### src/rtl/rxi_pkg.sv
package rxi_pkg;
   // Encoding equals the {enable, active, eoi} flag triplet of the status byte.
   typedef enum logic [2:0] {
      ST_IDLE = 3'b000,
      ST_REQ  = 3'b100,
      ST_ASRT = 3'b110,
      ST_ACKD = 3'b010,
      ST_DONE = 3'b001
   } rxi_state_e;

   localparam logic [1:0] KIND_GOOD = 2'b11;
   localparam logic [1:0] KIND_EXC  = 2'b00;
   localparam int         CHAN_FIELD_W = 2;
endpackage

### src/rtl/rxi_pick.sv
module rxi_pick #(
   parameter int NUM_CH = 4,
   localparam int CH_W = (NUM_CH > 1) ? $clog2(NUM_CH) : 1
) (
   input  logic [NUM_CH-1:0] req,
   output logic              any,
   output logic [CH_W-1:0]   idx
);
   // Ripple from the top so the lowest set bit wins.
   logic [CH_W-1:0] stage_idx [NUM_CH+1];

   assign stage_idx[NUM_CH] = '0;
   generate
      for (genvar g = NUM_CH - 1; g >= 0; g--) begin : g_chain
         assign stage_idx[g] = req[g] ? CH_W'(g) : stage_idx[g+1];
      end
   endgenerate

   assign any = |req;
   assign idx = stage_idx[0];
endmodule

### src/rtl/rxi_seq.sv
module rxi_seq
   import rxi_pkg::*;
(
   input  logic       clk,
   input  logic       rst_n,
   input  logic       pending,
   input  logic       grant,
   input  logic       iack,
   input  logic       eoi_wr,
   output rxi_state_e state,
   output logic       take,
   output logic       finish
);
   rxi_state_e nxt;

   always_comb begin
      nxt = state;
      unique case (state)
         ST_IDLE: if (pending) nxt = ST_REQ;
         ST_REQ:  if (grant)   nxt = ST_ASRT;
         ST_ASRT: if (iack)    nxt = ST_ACKD;
         ST_ACKD: if (eoi_wr)  nxt = ST_DONE;
         ST_DONE:              nxt = ST_IDLE;
         default:              nxt = ST_IDLE;
      endcase
   end

   always_ff @(posedge clk or negedge rst_n) begin
      if (!rst_n) state <= ST_IDLE;
      else        state <= nxt;
   end

   assign take   = (state == ST_IDLE) && pending;
   assign finish = (state == ST_DONE);
endmodule

### src/rtl/rxi_fields.sv
module rxi_fields
   import rxi_pkg::*;
#(
   parameter int NUM_CH = 4,
   localparam int CH_W = (NUM_CH > 1) ? $clog2(NUM_CH) : 1
) (
   input  logic                    clk,
   input  logic                    rst_n,
   input  logic                    take,
   input  logic                    finish,
   input  logic [CH_W-1:0]         sel_idx,
   input  logic [NUM_CH-1:0]       exc,
   output logic [CHAN_FIELD_W-1:0] chan,
   output logic [1:0]              kind
);
   logic [CHAN_FIELD_W-1:0] idx_wide;

   generate
      if (CH_W < CHAN_FIELD_W) begin : g_pad
         assign idx_wide = {{(CHAN_FIELD_W - CH_W){1'b0}}, sel_idx};
      end else begin : g_same
         assign idx_wide = sel_idx;
      end
   endgenerate

   always_ff @(posedge clk or negedge rst_n) begin
      if (!rst_n) begin
         chan <= '0;
         kind <= '0;
      end else if (finish) begin
         chan <= '0;
         kind <= '0;
      end else if (take) begin
         chan <= idx_wide;
         kind <= exc[sel_idx] ? KIND_EXC : KIND_GOOD;
      end
   end
endmodule

### src/rtl/rx_irq_seq.sv
module rx_irq_seq
   import rxi_pkg::*;
#(
   parameter int NUM_CH = 4
) (
   input  logic              clk,
   input  logic              rst_n,
   input  logic [NUM_CH-1:0] rx_req,
   input  logic [NUM_CH-1:0] rx_exc,
   input  logic              arb_grant,
   input  logic              host_iack,
   input  logic              host_eoi_wr,
   output logic              irq_out,
   output logic [7:0]        rx_status,
   output logic [1:0]        vec_low
);
   localparam int CH_W = (NUM_CH > 1) ? $clog2(NUM_CH) : 1;

   generate
      if (NUM_CH < 1 || NUM_CH > (1 << CHAN_FIELD_W)) begin : g_bad_cfg
         $error("rx_irq_seq: NUM_CH must fit the channel field");
      end
   endgenerate

   logic                    any_req;
   logic [CH_W-1:0]         pick_idx;
   rxi_state_e              state;
   logic                    take;
   logic                    finish;
   logic [CHAN_FIELD_W-1:0] chan;
   logic [1:0]              kind;

   rxi_pick #(.NUM_CH(NUM_CH)) u_pick (
      .req (rx_req),
      .any (any_req),
      .idx (pick_idx)
   );

   rxi_seq u_seq (
      .clk     (clk),
      .rst_n   (rst_n),
      .pending (any_req),
      .grant   (arb_grant),
      .iack    (host_iack),
      .eoi_wr  (host_eoi_wr),
      .state   (state),
      .take    (take),
      .finish  (finish)
   );

   rxi_fields #(.NUM_CH(NUM_CH)) u_fields (
      .clk     (clk),
      .rst_n   (rst_n),
      .take    (take),
      .finish  (finish),
      .sel_idx (pick_idx),
      .exc     (rx_exc),
      .chan    (chan),
      .kind    (kind)
   );

   assign irq_out   = (state == ST_ASRT);
   assign rx_status = {state, 1'b0, kind, chan};
   assign vec_low   = (irq_out && host_iack) ? kind : 2'b00;
endmodule

### config.mk
export PLATFORM = sky130hd
export DESIGN_NAME = rx_irq_seq
export DESIGN_NICKNAME = d
export VERILOG_FILES = /design/src/rtl/rxi_pkg.sv /design/src/rtl/rxi_pick.sv /design/src/rtl/rxi_seq.sv /design/src/rtl/rxi_fields.sv /design/src/rtl/rx_irq_seq.sv
export SDC_FILE = /design/constraint.sdc
export NUM_CORES = 1
export LEC_CHECK = 0
export ABC_AREA = 0
export BUFFER_PORTS_ARGS = -buffer_cell sky130_fd_sc_hd__buf_4
export CAP_MARGIN = 10
export CORE_AREA = 4 4 41 43
export CTS_CLUSTER_DIAMETER = 150
export DETAILED_ROUTE_END_ITERATION = 6
export DIE_AREA = 0 0 45 47
export PLACE_DENSITY = 0.61
export SYNTH_ARGS = -nofsm -noshare
export SYNTH_HDL_FRONTEND = slang
export SYNTH_HIERARCHICAL = 1
export SYNTH_SLANG_ARGS = --single-unit
### constraint.sdc
create_clock -name clk -period 1.9 [get_ports clk]
set_input_delay 0.19 -clock clk [delete_from_list [all_inputs] [get_ports clk]]
set_output_delay 0.19 -clock clk [all_outputs]
set_load 0.01 [all_outputs]
==> results of run 1 <==
==> cell families after synthesis <==
logic type	Yosys count
simple gates	18
buf+inv	3
other cells	1
flops	6
compound gates	5
mux	3
==> flip-flops by register name (all words and copies together) (netlist names) <==
name           flops
u_fields/chan      2
u_seq/state        3
u_fields/kind      1
==> what timing repair did <==
item | 4_1_cts | 5_1_grt
endpoints found under the hold margin | 6 | 0
hold buffers | 1 | 0
endpoints found under the setup margin | 0 | 0
==> metrics by stage <==
step	total power, W	instance area (um2)
after floorplan	0.000459	365
after CTS	0.000774	574
final	0.000762	574
after global placement	0.000647	542
after global routing	0.000829	574
after detailed placement	0.000651	542
==> final cells by class <==
cell class / instances / area (um2)
Inverter: 1 / 3.75
Timing Repair Buffer: 24 / 183
Fill cell: 135 / 727
Multi-Input combinational cell: 27 / 196
Sequential cell: 6 / 150
Tap cell: 15 / 18.8
Clock buffer: 3 / 22.5
==> Yosys cell counts <==
cell and count:
a211oi_2 1, a21oi_1 1, a21oi_2 1, and3_1 2, and3b_2 1, buf_4 2, conb_1 1, dfrtp_1 6
inv_1 1, mux2i_1 2, mux4_2 1, nand2_1 1, nand2b_1 3, nand3b_1 1, nor2_1 5, nor2b_1 1
nor3_1 1, nor3b_1 1, nor3b_2 1, nor4b_1 1, o21ai_1 1, o21bai_1 1
==> power by group <==
group	switching [W]	internal, W	leakage (nW)
clock	0.0000424	0.0000712	0.0138
sequential	0.0000747	0.000186	0.0736
combinational	0.000164	0.000223	0.194
total	0.000281	0.000481	0.281
==> layer usage <==
metal	routed length (um)	up-vias
met5	0	-
li1	-	174
met4	0	0
met1	340	161
met3	95	0
met2	405	15
==> worst register-to-register path: cells and delay by family, from the launching register on <==
kind                   cells  cell delay, ps
and+or+nand+nor            2             380
muxes                      1             180
buffers and inverters      1             190
DFF                        1             430
==> path summary, 6_finish.rpt <==
check	startpoint	end	cells after the start
setup / recovery	u_seq/state[2]	vec_low[0]	3
hold / removal	arb_grant	u_seq/state[1]	3
setup reg to reg	u_seq/state[0]	u_fields/chan[0]	4
hold reg to reg	u_fields/chan[1]	u_fields/chan[1]	2
max in group asynchronous	rst_n	u_fields/kind[0]	2
min in group asynchronous	rst_n	u_fields/chan[0]	2
==> layout by cell type (no fill, tap or decap), types with 2 or more instances in the layout <==
cell type and n:
nor2_1 5, and3_1 2, nand2b_1 3, clkbuf_4 3, mux2i_1 2, buf_4 23
dfrtp_1 6
==> results.toml, run 1 <==
[run_status]
status = "finished clean"

[synth]
synth_cell_type_count = 22
synth_xor_area_share_pct = 0
synth_mux_area_share_pct = 11.6
synth_fa_ha_area_share_pct = 0
yosys.area_share.simple_pct = 30.5
syn_avg_cell_area_um2 = 10.1
synth_top_family_by_area = "simple AND/OR/NAND/NOR gates"
synth-seq-area-share_pct = 41.1
syn_inst = 36
yosys.area.top_type_share_pct = 41.1
synth_area_um2 = 365
synth_top_cell_by_area = "dfrtp_1"
yosys-top-cells-area = "dfrtp_1 (41%), mux4_2 (6.2%), mux2i_1 (5.5%)"
synth_fp_nets = 49
synth_compound_area_share_pct = 10.6
synth.ff_latch_count = 6
yosys_warnings = 6

[setup_path]
path_buf_inv = 1
path_cells = "and3b_2, and3_1, buf_4"
cp.required_ps = 1710
rrSetupSlack_ps = 590
cp_top_family = "flip-flops"
arrival_ps = 1290
crit_path_start_kind = "register"
slowest_stage = "dfrtp_1"
crit_path_max_incr_delay_ps = 470
critPathCaptureType = "output port"
cp_max_fo = 9
crit_type = "register to output port"

[global_routing]
globalRouteOverflowTotal = 0
grt_pass1_wl_mm = 1.34
use_met2_pct = 13.3
antenna_found_initial = 0
grt_max_degree = 10
grt_pass1_vias = 325
globalRouteTotalUtil_pct = 8.98
grtUsageMet1_pct = 10.6
use_met3_pct = 5.36
busiest_layer = "met2"

[finish]
drive_gt1_share_pct = 50.8
final_nets = 76
areaGrowthSynthToFinish_pct = 57.2
diodes = 0
fin_util_pct = 44.1
stdcell_count = 76

[timing]
finalSetupViolCount = 0
final.period_utilization_pct = 77.9
tns_ps = 0
whs_ps = 204
hold_violations = 0
timing.fmax_ghz = 0.676
final.setup.worst_slack_ps = 420
skew_ps = 2.09
min_period_ps = 1480
rsz0062_at_grt = "false"
maxSlewViolCount = 0

[routing]
first_pass_iters = 2
vias_per_cell = 4.61
vias = 350
drt_iter0_drc = 2
wirelength_um = 841
postRouteAntennaNets = 0
routedWlPerCell_um = 11.1
drcViolationCount = 0

[die]
core_um2 = 1300
dieHeight_um = 47
dieArea_um2 = 2120
initial_utilization_pct = 28.1
std_cell_rows = 13
die-width_um = 45
ios = 24

[placed_design]
gp_congestion = 0.737
dp.cells = 72
port_buffers = 22
dp_worst_setup_slack_ps = 423
post-dp-hpwl_um = 698

[clock_network]
clockBufferDepth = 2
clk_pin_slew_worst_paths_ps = 40
cts_sinks = 6
insertion_delay_ps = 240
cts_buffers = 3
root_buffer = "clkbuf_4"
ctsResizeCount = 0
htree_levels = 1
cts_tree = "done"
post_cts_buffers = 0

[pwr]
ir_drop_v = 0.000679
p_leak_nw = 0.281
power_density_nw_per_um2 = 1330

[hold_path]
hp-class = "primary input to register"

[flow_run]
cap_violations = 0
(Power assumes the default switching activity.)
==> inputs of run 2 (changes only) <==
--- a/config.mk
+++ b/config.mk
@@ -12,7 +12,7 @@
 export CTS_CLUSTER_DIAMETER = 150
 export DETAILED_ROUTE_END_ITERATION = 6
 export DIE_AREA = 0 0 45 47
-export PLACE_DENSITY = 0.61
+export PLACE_DENSITY = 0.63
 export SYNTH_ARGS = -nofsm -noshare
 export SYNTH_HDL_FRONTEND = slang
 export SYNTH_HIERARCHICAL = 1
==> constraint.sdc (replaced) <==
create_clock -name clk -period 1.3 [get_ports clk]
set_input_delay 0.13 -clock clk [delete_from_list [all_inputs] [get_ports clk]]
set_output_delay 0.13 -clock clk [all_outputs]
set_load 0.01 [all_outputs]
==> run 2 against run 1 <==
The run now ends with setup timing left. Clock skew up 1.9 ps. Critical path type unchanged. Combinational power up 130%. Critical path depth up 1.
==> results.toml, run 2 (synthesized netlist as in run 1, its figures left out) <==
[run_status]
status = "finished, violations left"
violations = "setup timing"

[routing]
first_pass_iters = 4
drt_iter0_drc = 5
vias_per_cell = 4.65
wirelength_mm = 1.00
routedWlPerCell_um = 11.6
drcViolationCount = 0
postRouteAntennaNets = 0
vias = 400

[finish]
mostFrequentLayoutCell = "buf_4"
largest_reg_flops = 3
drive_gt1_share_pct = 62.0
diodes = 0
largestRegisters = "u_seq/state x3, u_fields/chan x2, u_fields/kind x1"
fin_util_pct = 53.6
final_nets = 86
largest-register = "u_seq/state"
areaGrowthSynthToFinish_pct = 90.8
stdcell_count = 86
layout_common_cells = "buf_4 (27), buf_6 (6), dfrtp_1 (6)"
nFillCells = 123

[clock_network]
clockBufferDepth = 2
cts_tree = "done"
cts_buffers = 3
clk_pin_slew_worst_paths_ps = 50
root_buffer = "clkbuf_4"
cts_sinks = 6
insertion_delay_ps = 240
htree_levels = 1

[hold_path]
hold_depth = 3
hp-class = "primary input to register"

[setup_path]
path_common_cell = "buf_6"
crit_end = "vec_low[1]"
r2r-end = "u_fields/chan[0]"
rrSetupSlack_ps = 10
worstReg2RegStart = "u_seq/state[1]"
critPathCaptureType = "output port"
crit_path_start_kind = "register"
crit_path_max_incr_delay_ps = 390
crit_type = "register to output port"
startpoint = "u_seq/state[0]"
slowest_stage = "dfrtp_1"
arrival_ps = 1260
cp_max_fo = 3
cp.required_ps = 1170
path_cells = "buf_6, and3b_2, and3_4, buf_6"
rr_worst_depth = 4

[pwr]
ir_drop_v = 0.00110
power.internal_w = 0.000908
p_sw_w = 0.000492
swShare_pct = 35.1
p_leak_nw = 0.344
combPwrFrac_pct = 62.4
p_clk_share_pct = 12.2
power_density_nw_per_um2 = 2010
p_seq_share_pct = 25.4

[timing]
final.period_utilization_pct = 107
finalSetupViolCount = 3
maxSlewViolCount = 0
rsz0062_at_grt = "true"
skew_ps = 3.97
tns_ps = -221
min_period_ps = 1390
final.setup.worst_slack_ps = -94.7
hold_violations = 0
timing.fmax_ghz = 0.717

[global_routing]
globalRouteOverflowTotal = 0
grt_pass1_wl_mm = 1.56
antenna_found_initial = 0
grt_max_degree = 7
globalRouteTotalUtil_pct = 10.5
grt_pass1_vias = 389

[placed_design]
port_buffers = 22
dp.cells = 77
gp_congestion = 0.681
post-dp-hpwl_um = 758

[die]
std_cell_rows = 13
ios = 24
initial_utilization_pct = 28.1
die-width_um = 45
core_um2 = 1300
dieHeight_um = 47
dieArea_um2 = 2120

[flow_run]
cap_violations = 0
[run 2: cell types whose count changed in the layout (fill, tap and decap cells not counted), sizes merged]
cell  previous run  this run
buf             23        33
[run 2: critical path, delay by kind of cell, from the launching register on]
family                 cells  cell delay [ps]
buffers and inverters      2              210
flip-flops                 1              390
AND/OR/NAND/NOR            2              420
[run 2: what timing repair did]
action | 4_1_cts | 5_1_grt
pin swaps | 2 | 3
hold endpoints to repair | 6 | 0
buffers inserted | 4 | 1
endpoints found under the setup margin | 2 | 5
resized for setup | 4 | 4
hold buffers | 1 | 0
[run 2: final cells by class]
type	count	area (um2)	area share [%]
inverters	1	3.75	0.539
clock buffers	3	22.5	3.23
flip-flops and latches	6	150	21.5
multi-input cells	27	221	31.8
repair buffers	34	280	40.2
well taps	15	18.8	2.69
[run 2: stage by stage]
stage	total power, W	worst slack, ps	hold slack [ps]	instance area (um2)
finish	0.00140	-94.7	142	697
global route	0.00151	-137	135	697
CTS	0.00134	-75.5	136	673
detailed placement	0.00106	-139	-60.5	594
global placement	0.00105	-85.5	-60.3	594
floorplan	0.000708	55.2	-166	380
[run 2: routing by layer]
| layer | GRT usage (%) | part of all wire, % | wire length, um |
|---|---|---|---|
| met1 | 11.0 | 39 | 391 |
| met2 | 17.2 | 53 | 529 |
| met3 | 5.75 | 8.1 | 81 |
| met4 | 5.26 | 0 | 0 |
| met5 | 0 | 0 | 0 |
[run 2: worst min path at each step]
stage	slack (ps)	to	startpoint
final	140	u_seq/state[1]	arb_grant
after global routing	130	u_seq/state[1]	arb_grant
after CTS	140	u_seq/state[1]	arb_grant
after detailed placement	-60	u_fields/chan[1]	rst_n
after global placement	-60	u_fields/chan[1]	rst_n
after floorplan	-170	u_fields/chan[0]	rst_n
[run 2: power by group through the flow]
stage / sequential, W / combinational (W) / clock (W)
6_report: 0.000355 / 0.000874 / 0.000171
5_1_grt: 0.000370 / 0.000946 / 0.000190
4_1_cts: 0.000351 / 0.000814 / 0.000174
3_5_place_dp: 0.000361 / 0.000698 / 0
3_3_place_gp: 0.000358 / 0.000692 / 0
2_1_floorplan: 0.000420 / 0.000288 / 0
